### src/rtl/steer_pkg.sv
package steer_pkg;
  typedef enum logic [2:0] {
    ST_WAIT    = 3'd0,
    ST_DISC    = 3'd1,
    ST_SETTLED = 3'd2,
    ST_LOST    = 3'd3,
    ST_HOLD    = 3'd4,
    ST_RECOV   = 3'd5
  } mode_e;
endpackage

### src/rtl/steer_fsm.sv
module steer_fsm
  import steer_pkg::*;
#(
  parameter int RES_W    = 16,
  parameter int SETTLE_N = 3
) (
  input  logic             clk,
  input  logic             rst_n,
  input  logic             sec_tick,
  input  logic             ref_good,
  input  logic [RES_W-1:0] phase_resid,
  input  logic [RES_W-1:0] cfg_settle_bound,
  input  logic             at_target,
  output mode_e            st,
  output logic             evt_valid,
  output logic [2:0]       evt_old,
  output logic [2:0]       evt_new
);
  localparam int CW = $clog2(SETTLE_N + 1);

  function automatic logic [RES_W-1:0] abs_res(input logic [RES_W-1:0] r);
    return r[RES_W-1] ? (~r + 1'b1) : r;
  endfunction

  mode_e           nxt;
  logic [CW-1:0]   settle_cnt;
  logic            in_bound;

  assign in_bound = abs_res(phase_resid) <= cfg_settle_bound;

  always_comb begin
    nxt = st;
    unique case (st)
      ST_WAIT:    if (ref_good) nxt = ST_DISC;
      ST_DISC:    if (!ref_good) nxt = ST_LOST;
                  else if (sec_tick && in_bound && settle_cnt == CW'(SETTLE_N - 1)) nxt = ST_SETTLED;
      ST_SETTLED: if (!ref_good) nxt = ST_LOST;
                  else if (sec_tick && !in_bound) nxt = ST_DISC;
      ST_LOST:    nxt = ST_HOLD;
      ST_HOLD:    if (ref_good) nxt = ST_RECOV;
      ST_RECOV:   if (!ref_good) nxt = ST_LOST;
                  else if (at_target) nxt = ST_DISC;
      default:    nxt = ST_WAIT;
    endcase
  end

  always_ff @(posedge clk) begin
    if (!rst_n) begin
      st         <= ST_WAIT;
      settle_cnt <= '0;
      evt_valid  <= 1'b0;
      evt_old    <= 3'd0;
      evt_new    <= 3'd0;
    end else begin
      st        <= nxt;
      evt_valid <= (nxt != st);
      evt_old   <= st;
      evt_new   <= nxt;
      if (st != ST_DISC) settle_cnt <= '0;
      else if (sec_tick) settle_cnt <= in_bound ? settle_cnt + 1'b1 : '0;
    end
  end

  assert_lost_on_bad_R5: assert property (@(posedge clk) disable iff (!rst_n)
    ((st == ST_DISC || st == ST_SETTLED || st == ST_RECOV) && !ref_good) |=> st == ST_LOST);
  assert_lost_to_hold_R5: assert property (@(posedge clk) disable iff (!rst_n)
    st == ST_LOST |=> st == ST_HOLD);
  assert_hold_exit_R9: assert property (@(posedge clk) disable iff (!rst_n)
    (st == ST_HOLD && !ref_good) |=> st == ST_HOLD);
  assert_event_match_R12: assert property (@(posedge clk) disable iff (!rst_n)
    evt_valid |-> (evt_new == st && evt_old != evt_new));
  assert_event_on_change_R12: assert property (@(posedge clk) disable iff (!rst_n)
    (st != $past(st)) |-> evt_valid);
endmodule

### src/rtl/steer_actuator.sv
module steer_actuator
  import steer_pkg::*;
#(
  parameter int STEER_W    = 16,
  parameter int STEER_MIN  = 1024,
  parameter int STEER_MAX  = 64511,
  parameter int SLOW_SHIFT = 2
) (
  input  logic               clk,
  input  logic               rst_n,
  input  mode_e              st,
  input  logic               sec_tick,
  input  logic               ref_good,
  input  logic [1:0]         sev_level,
  input  logic [STEER_W-1:0] steer_req,
  input  logic               cfg_slow_policy,
  input  logic [STEER_W-1:0] cfg_step_max,
  input  logic [STEER_W-1:0] cfg_margin,
  output logic [STEER_W-1:0] steer_out,
  output logic               at_target,
  output logic               headroom_alarm
);
  localparam int DW = STEER_W + 2;
  localparam logic [STEER_W-1:0] LO  = STEER_W'(STEER_MIN);
  localparam logic [STEER_W-1:0] HI  = STEER_W'(STEER_MAX);
  localparam logic [STEER_W-1:0] MID = STEER_W'((STEER_MIN + STEER_MAX) / 2);

  function automatic logic [STEER_W-1:0] clamp_word(input logic [STEER_W-1:0] w);
    if (w < LO) return LO;
    if (w > HI) return HI;
    return w;
  endfunction

  function automatic logic signed [DW-1:0] slow_step(input logic signed [DW-1:0] d);
    return d >>> SLOW_SHIFT;
  endfunction

  function automatic logic signed [DW-1:0] limit_step(input logic signed [DW-1:0] d,
                                                      input logic [STEER_W-1:0] m);
    logic signed [DW-1:0] mm;
    mm = $signed({2'b00, m});
    if (d > mm) return mm;
    if (d < -mm) return -mm;
    return d;
  endfunction

  function automatic logic [STEER_W-1:0] absdiff(input logic [STEER_W-1:0] a,
                                                 input logic [STEER_W-1:0] b);
    return (a > b) ? a - b : b - a;
  endfunction

  logic [STEER_W-1:0]    target;
  logic signed [DW-1:0]  diff, step, sum;

  assign target    = clamp_word(steer_req);
  assign diff      = $signed({2'b00, target}) - $signed({2'b00, steer_out});
  assign at_target = (steer_out == target);
  assign headroom_alarm = ((steer_out - LO) < cfg_margin) || ((HI - steer_out) < cfg_margin);

  always_comb begin
    step = '0;
    unique case (st)
      ST_DISC, ST_SETTLED:
        if (ref_good) begin
          if (sev_level == 2'd1) step = sec_tick ? slow_step(diff) : '0;
          else step = diff;
        end
      ST_HOLD:  if (cfg_slow_policy && sec_tick) step = slow_step(diff);
      ST_RECOV: if (ref_good && sec_tick) step = limit_step(diff, cfg_step_max);
      default:  step = '0;
    endcase
  end

  assign sum = $signed({2'b00, steer_out}) + step;

  always_ff @(posedge clk) begin
    if (!rst_n) steer_out <= MID;
    else        steer_out <= sum[STEER_W-1:0];
  end

  assert_in_rails_R3: assert property (@(posedge clk) disable iff (!rst_n)
    steer_out >= LO && steer_out <= HI);
  assert_frozen_hold_R6: assert property (@(posedge clk) disable iff (!rst_n)
    $past(st == ST_HOLD && !cfg_slow_policy) |-> $stable(steer_out));
  assert_lost_frozen_R5: assert property (@(posedge clk) disable iff (!rst_n)
    $past(st == ST_LOST) |-> $stable(steer_out));
  assert_recov_limit_R9: assert property (@(posedge clk) disable iff (!rst_n)
    $past(st == ST_RECOV) |-> absdiff(steer_out, $past(steer_out)) <= $past(cfg_step_max));
endmodule

### src/rtl/hold_report.sv
module hold_report
  import steer_pkg::*;
#(
  parameter int HOLD_W   = 16,
  parameter int SLOPE_W  = 16,
  parameter int TE_W     = 20,
  parameter int GRADE_T2 = 4,
  parameter int GRADE_T1 = 8,
  parameter int GRADE_T0 = 16
) (
  input  logic               clk,
  input  logic               rst_n,
  input  mode_e              st,
  input  logic               sec_tick,
  input  logic [1:0]         sev_level,
  input  logic [SLOPE_W-1:0] cfg_te_slope,
  output logic [HOLD_W-1:0]  hold_secs,
  output logic [1:0]         grade,
  output logic [TE_W-1:0]    te_est,
  output logic               time_valid,
  output logic               locked
);
  localparam int PW = SLOPE_W + HOLD_W + 1;
  localparam logic [HOLD_W-1:0] HOLD_MAX = '1;
  localparam logic [TE_W-1:0]   TE_MAX   = '1;

  function automatic logic [TE_W-1:0] te_calc(input logic [SLOPE_W-1:0] k,
                                              input logic [HOLD_W-1:0] t,
                                              input logic wide);
    logic [PW-1:0] p;
    p = PW'(k) * PW'(t);
    if (wide) p = p << 1;
    if (p > PW'(TE_MAX)) return TE_MAX;
    return p[TE_W-1:0];
  endfunction

  function automatic logic [1:0] hold_grade(input logic [HOLD_W-1:0] t);
    if (t < HOLD_W'(GRADE_T2)) return 2'd3;
    if (t < HOLD_W'(GRADE_T1)) return 2'd2;
    if (t < HOLD_W'(GRADE_T0)) return 2'd1;
    return 2'd0;
  endfunction

  always_ff @(posedge clk) begin
    if (!rst_n) hold_secs <= '0;
    else if (st == ST_HOLD) begin
      if (sec_tick && hold_secs != HOLD_MAX) hold_secs <= hold_secs + 1'b1;
    end else if (st != ST_RECOV) hold_secs <= '0;
  end

  always_comb begin
    unique case (st)
      ST_HOLD:    grade = hold_grade(hold_secs);
      ST_SETTLED: grade = 2'd3;
      default:    grade = 2'd0;
    endcase
  end

  assign te_est     = te_calc(cfg_te_slope, hold_secs, sev_level == 2'd3);
  assign locked     = (st == ST_SETTLED);
  assign time_valid = locked || (st == ST_HOLD && grade != 2'd0);

  assert_hold_monotonic_R7: assert property (@(posedge clk) disable iff (!rst_n)
    ($past(st == ST_HOLD) && st == ST_HOLD) |-> hold_secs >= $past(hold_secs));
  assert_grade_decay_R7: assert property (@(posedge clk) disable iff (!rst_n)
    ($past(st == ST_HOLD) && st == ST_HOLD) |-> grade <= $past(grade));
  assert_time_valid_R11: assert property (@(posedge clk) disable iff (!rst_n)
    time_valid |-> (locked || st == ST_HOLD));
endmodule

### src/rtl/steer_holdover_ctrl.sv
module steer_holdover_ctrl
  import steer_pkg::*;
#(
  parameter int STEER_W    = 16,
  parameter int STEER_MIN  = 1024,
  parameter int STEER_MAX  = 64511,
  parameter int SLOW_SHIFT = 2,
  parameter int RES_W      = 16,
  parameter int SETTLE_N   = 3,
  parameter int HOLD_W     = 16,
  parameter int SLOPE_W    = 16,
  parameter int TE_W       = 20,
  parameter int GRADE_T2   = 4,
  parameter int GRADE_T1   = 8,
  parameter int GRADE_T0   = 16
) (
  input  logic               clk,
  input  logic               rst_n,
  input  logic               sec_tick,
  input  logic               ref_present,
  input  logic [1:0]         sev_level,
  input  logic               pps_jump,
  input  logic [RES_W-1:0]   phase_resid,
  input  logic [STEER_W-1:0] steer_req,
  input  logic               cfg_slow_policy,
  input  logic [STEER_W-1:0] cfg_step_max,
  input  logic [RES_W-1:0]   cfg_settle_bound,
  input  logic [SLOPE_W-1:0] cfg_te_slope,
  input  logic [STEER_W-1:0] cfg_margin,
  output logic [STEER_W-1:0] steer_out,
  output logic [2:0]         mode,
  output logic               locked,
  output logic               time_valid,
  output logic [1:0]         grade,
  output logic [HOLD_W-1:0]  hold_secs,
  output logic [TE_W-1:0]    te_est,
  output logic               headroom_alarm,
  output logic               evt_valid,
  output logic [2:0]         evt_old,
  output logic [2:0]         evt_new
);
  mode_e st;
  logic  ref_good;
  logic  at_target;

  assign ref_good = ref_present && (sev_level < 2'd2) && !pps_jump;
  assign mode     = st;

  steer_fsm #(.RES_W(RES_W), .SETTLE_N(SETTLE_N)) u_fsm (
    .clk(clk), .rst_n(rst_n), .sec_tick(sec_tick), .ref_good(ref_good),
    .phase_resid(phase_resid), .cfg_settle_bound(cfg_settle_bound),
    .at_target(at_target), .st(st), .evt_valid(evt_valid),
    .evt_old(evt_old), .evt_new(evt_new)
  );

  steer_actuator #(.STEER_W(STEER_W), .STEER_MIN(STEER_MIN), .STEER_MAX(STEER_MAX),
                   .SLOW_SHIFT(SLOW_SHIFT)) u_act (
    .clk(clk), .rst_n(rst_n), .st(st), .sec_tick(sec_tick), .ref_good(ref_good),
    .sev_level(sev_level), .steer_req(steer_req), .cfg_slow_policy(cfg_slow_policy),
    .cfg_step_max(cfg_step_max), .cfg_margin(cfg_margin), .steer_out(steer_out),
    .at_target(at_target), .headroom_alarm(headroom_alarm)
  );

  hold_report #(.HOLD_W(HOLD_W), .SLOPE_W(SLOPE_W), .TE_W(TE_W), .GRADE_T2(GRADE_T2),
                .GRADE_T1(GRADE_T1), .GRADE_T0(GRADE_T0)) u_rep (
    .clk(clk), .rst_n(rst_n), .st(st), .sec_tick(sec_tick), .sev_level(sev_level),
    .cfg_te_slope(cfg_te_slope), .hold_secs(hold_secs), .grade(grade),
    .te_est(te_est), .time_valid(time_valid), .locked(locked)
  );
endmodule

### config.mk
export PLATFORM = sky130hd
export DESIGN_NAME = steer_holdover_ctrl
export DESIGN_NICKNAME = d
export VERILOG_FILES = /design/src/rtl/steer_pkg.sv /design/src/rtl/steer_fsm.sv /design/src/rtl/steer_actuator.sv /design/src/rtl/hold_report.sv /design/src/rtl/steer_holdover_ctrl.sv
export SDC_FILE = /design/constraint.sdc
export NUM_CORES = 1
export LEC_CHECK = 0
export ABC_AREA = 0
export BUFFER_PORTS_ARGS = -buffer_cell sky130_fd_sc_hd__clkbuf_2
export CAP_MARGIN = 15
export CORE_ASPECT_RATIO = 1.2
export CORE_UTILIZATION = 60
export CTS_CLUSTER_DIAMETER = 30
export DETAILED_ROUTE_END_ITERATION = 6
export PLACE_DENSITY = 0.87
export SLEW_MARGIN = 20
export SYNTH_ARGS = -nofsm -noshare
export SYNTH_HDL_FRONTEND = slang
export SYNTH_SLANG_ARGS = --single-unit
### constraint.sdc
create_clock -name clk -period 8.3 [get_ports clk]
set_input_delay 0.83 -clock clk [delete_from_list [all_inputs] [get_ports clk]]
set_output_delay 0.83 -clock clk [all_outputs]
set_load 0.02 [all_outputs]
======== After elaboration in Yosys (flattened, before gate mapping) ========
Index checks and enable logic that the tools add are counted.
cells by class
  $add $sub $neg .......................... 8
  $mul .................................... 1
  divide/modulo/power cells ............... 0
  $lt $le $gt $ge ......................... 12
  equal/unequal tests ..................... 14
  shift operators ......................... 0
  muxes and demuxes ....................... 58
  bitwise logic cells ..................... 2
  reductions and logical operators ........ 19
operators with widths
  kind                                                  count
  two-way mux 16 bit                                    17
  one-hot mux 16 bit (3 select lines)                   1
  two-way mux 20 bit                                    2
  > comparator 33 x 20 -> 1 bit, second input constant  1
  two-way mux 33 bit                                    1
  adder 16 x 1 -> 16 bit, second input constant         2
  < comparator 16 bit                                   2
  multiplier 16 x 16 -> 32 bit                          1
  two-way mux 3 bit                                     8
  two-way mux 1 bit                                     20
  < comparator 17 x 18 -> 1 bit                         1
  negation 16 -> 18 bit                                 1
  one-hot mux 3 bit (6 select lines)                    1
  > comparator 17 bit                                   1
  subtractor 16 x 16 -> 17 bit                          1
  adder 16 bit                                          1
  equality test 16 bit                                  1
  > comparator 16 bit, second input constant            1
  <= comparator 16 bit                                  1
  < comparator 16 x 11 -> 1 bit, second input constant  1
  < comparator 16 x 3 -> 1 bit, second input constant   1
  < comparator 16 x 4 -> 1 bit, second input constant   1
  < comparator 16 x 5 -> 1 bit, second input constant   1
  != test 16 bit, second input constant                 1
  other kinds (24)                                      45
storage, ports and cells
  flip-flop bits (word level) ............. 41
  bits in latches ......................... 0
  memory bits (writable) .................. 0
  memory bits (read-only) ................. 0
  bits of input ports ..................... 104
  output and inout bits ................... 67
  memories kept ........................... 0

======== Longest topological paths before layout ========
  depth after elaboration ................. 18
  depth in mapped cells ................... 35
  gate-level depth less buffers ........... 34

======== Modules after synthesis ========
From an unflattened synthesis, not the netlist that was laid out.
second synthesis, totals
  cells, all modules ...................... 2050
  area total of the unflattened synthesis .. 16250.6 µm²
modules (own cells, without submodules)
  module               instances  cells each  area an instance (µm²)  sequential area each (µm²)
  hold_report          1          1243        10243.6                 320.3
  steer_actuator       1          645         4717.0                  320.3
  steer_fsm            1          161         1277.5                  180.2
  steer_holdover_ctrl  1          1           12.5                    0.0

======== Least setup slack after synthesis ========
No wires, ideal clock.
  path kind ............................... input -> output
  start ................................... input cfg_te_slope[1]
  end ..................................... output te_est[0]
  arrival ................................. 6901 ps
  required time ........................... 7470 ps
  slack ................................... 569 ps
  stages .................................. 22
  buffers on the path ..................... 2
  cell sequence ........................... clkbuf_1 > nand2_1 > fa_1 > inv_1 > fa_1 > inv_1 > fa_1 > fa_1 > inv_1 > fa_1 > fa_1 > ha_1 > or2_2 > a21oi_1 > a21oi_1 > a31o_2 > a211oi_1 > xor2_1 > o21ai_0 > nor4_1 > clkbuf_1 > nand4_1
on the way
  longest elaborated chain between the ends .. 5
ends and longest elaborated chain
  item                           line                       source
  start: declaration             steer_holdover_ctrl.sv:28  input logic [SLOPE_W-1:0] cfg_te_slope,
  multiplier 16 x 16 -> 32 bit   hold_report.sv:31          p = PW'(k) * PW'(t);
  two-way mux 33 bit             hold_report.sv:32          if (wide) p = p << 1;
  > comparator 33 x 20 -> 1 bit  hold_report.sv:33          if (p > PW'(TE_MAX)) return TE_MAX;
  two-way mux 1 bit              hold_report.sv:33
  two-way mux 20 bit             hold_report.sv:34          return p[TE_W-1:0];
  end: declaration               steer_holdover_ctrl.sv:36  output logic [TE_W-1:0] te_est,
Every way passes these cells.

======== Worst setup path in the final report ========
  start ................................... input cfg_te_slope[10]
  end ..................................... output te_est[9]
The elaborated chain is that of the path after synthesis.

==> run metrics <==
status completed; most common library cells after synthesis 324 x inv_1, 228 x nand2_1, 216 x ha_1; initial antenna violation count 0; Critical Path End Type output port; P&R area growth vs syn 11.6%; Pwr Total 1.85 mW; critical path class primary input to output port; gr ovfl total 0; Die Wd 149 um; top post-synthesis cells by area fa_1 25%, ha_1 17%, inv_1 7.8%; Combinational Power Share 73.0%; ys flop type dfxtp_1; H-tree lvl count 2; most frequent cell after synthesis inv_1; EDFF count, synth 0; Slew @ Worst Pin 1.04 ns; Layout Utilization 68.1%; Ports 171; critical path arrival 7.27 ns; PwrDens 107 nW/um2; clk sinks 41; clock root buffer clkbuf_16; total track usage 34.7%; peak supply drop 0.133 mV; first-pass GRT wire length 72.7 mm; Post-Synth XOR/XNOR Area 4.96%; first drt pass iteration count 5; setup_tns 0 ns; via/cell ratio 6.09; Max FO, Critical Path 16; required time worst endpoint 7.47 ns; Sw Share 49.2%; Antenna Nets Post-Route 0; TritonCTS clock tree done; Worst path max stage delay 0.57 ns; clock buffer depth 2; Int Pwr 0.938 mW; Fmax 123 MHz; largest net degree at the start of global routing 35; share of Yosys cell area claimed by the top area cell type 25.3%; mux cell area share after synthesis 1.43%; Worst-path clk slew 0.06 ns; DR vias 14903; cts bufs inserted 5; clock share of power 12.8%; FFs w/ async S/R, synth 0%; Fill cells 1998; Setup-failing EPs final 0; CP dominant cell by count fa_1; DRT iter0 DRCs 1181; largest area contributor in the netlist fa_1; cell row count 64; clock insertion delay at the later pin of the skew report 0.30 ns; relative slew slack 30.1%; Post-Syn Instances 1950; Starting Density 61.0%; slowest CP cell fa_1; max-cap violations 0; vias in the first global route 15193; sequential share of power 14.2%; post-synth net total 2466; layout cells sized above 1 14.1%; final period utilization 97.6%; Adder-Cell Fraction of Synth Area 42.7%; Post-Syn Area 15500 um2; largest family of logic cells by synthesized area adder cells; core box area 25500 um2; port bufs 170; setup skew after layout 0.00884 ns; Routed WL 45.4 mm; min Tclk post-route 8.10 ns; sw power 0.909 mW; yosys synthesis warning count 0; sequential share of the synthesized area 5.29%; synthesized flop and latch total 41; die area 26500 um2; simple-gate share of the synthesized area 20.5%; Startpoint Class primary input; chip height 178 um; nets 2634; complex-gate fraction of the synthesized area 14.9%; dpl hpwl 37.5 mm; Diodes inserted 0; Slew Limit Fails 0; final hold violations 0; final routed DRC violation total 0; P_leak 9.15 nW; Mapped Avg Cell Area 7.96 um2; Worst Hold Class flip-flop to flip-flop; drt wl/cell 18.5 um; number of distinct library cells after synthesis 84; Final GP Congestion 1.04
## logic make-up (layout without fill, tap and decap cells)
logic type | count (synthesis) | in the layout
AND/OR/NAND/NOR | 632 | 632
buffers and inverters | 415 | 584
adder cells (fa/ha/maj) | 412 | 412
AO/OA/AOI/OAI | 340 | 340
XOR/XNOR | 88 | 88
flip-flops | 41 | 41
multiplexers | 22 | 22
## final cells by class
type,count,area (um2),area share (%)
well taps,330,413,2.38
inverters,326,1220,7.06
multi-input cells,1494,13200,76.1
clock inverters,3,46.3,0.267
flip-flops and latches,41,825,4.76
repair buffers,250,1510,8.69
clock buffers,5,125,0.722
## power groups by stage
stage / logic, mW / registers, mW / clock network (mW)
6_report: 1.35 / 0.262 / 0.236
5_1_grt: 1.47 / 0.266 / 0.245
4_1_cts: 1.31 / 0.261 / 0.235
3_5_place_dp: 1.30 / 0.265 / 0
3_3_place_gp: 1.25 / 0.264 / 0
2_1_floorplan: 0.886 / 0.277 / 0
## cell usage in the layout, fill, tap and decap left out, types with 5 or more instances in the layout
cell,n
o21ai_0,64
nand2_1,227
o21bai_1,9
nor2b_1,20
xnor2_1,65
a22oi_1,6
and4_1,6
nor3b_1,13
nand2b_1,15
a21oi_1,81
a31oi_1,9
a211oi_1,13
nand3_1,37
nand4_1,39
clkbuf_16,5
nor3_1,25
o21a_1,30
o21ai_1,8
clkbuf_2,157
or2_2,5
o221ai_1,8
nor2_1,83
dfxtp_1,38
ha_1,216
nor4_1,6
a21o_1,20
or3_1,10
fa_1,196
xor2_1,21
o211ai_1,12
a21boi_0,5
and2_1,114
o31ai_1,8
mux2i_1,20
buf_4,82
inv_1,324
and3_1,11
## registers in the layout (all words and copies together) (netlist names)
name / cells
u_act.steer_out: 16
u_rep.hold_secs: 16
u_fsm.evt_old: 3
u_fsm.st: 3
u_fsm.settle_cnt: 2
u_fsm.evt_valid: 1
## path summary, 6_finish.rpt
| path | slack (ns) | to | depth (start not counted) | start |
|---|---|---|---|---|
| max reg2reg | 1.16 | u_act.steer_out[15] | 28 | u_act.steer_out[1] |
| min reg2reg | 0.62 | u_fsm.settle_cnt[1] | 2 | u_fsm.settle_cnt[1] |
| max | 0.20 | te_est[9] | 26 | cfg_te_slope[10] |
| min | 0.62 | u_fsm.settle_cnt[1] | 2 | u_fsm.settle_cnt[1] |
## through the flow
stage          hold WS, ns  cells  instance area [um2]  setup WS, ns
3_3_place_gp         0.565   2438                17000         0.129
6_report             0.617   2449                17300         0.202
4_1_cts              0.622   2446                17200       0.00985
2_1_floorplan        0.554   1950                15500         0.569
5_1_grt              0.660   2449                17300      -0.00778
3_5_place_dp         0.608   2438                17000       -0.0761
## repair_timing
item                       CTS  global route
cloned                       0             2
hold buffers                 0             0
resized for setup            1            53
pin swaps                    0             3
setup endpoints to repair   20            22
setup buffers                0             1
## worst max-delay path, delay by kind of cell
kind	cells	cell delay, ns
AO/OA/AOI/OAI	5	0.80
adder cells (fa/ha/maj)	7	3.41
buffers and inverters	8	1.12
multiplexers	1	0.21
AND/OR/NAND/NOR	5	0.89
## metal layers
layer,GRT usage (%),vias to the layer above,routed length (um),part of all wire (%)
met5,0,-,0,0
met4,25.8,0,3670,8.1
met3,4.68,254,3360,7.4
met2,61.9,777,22600,50
met1,37.5,7073,15700,35
li1,-,6799,-,-
(Power assumes the default switching activity.)
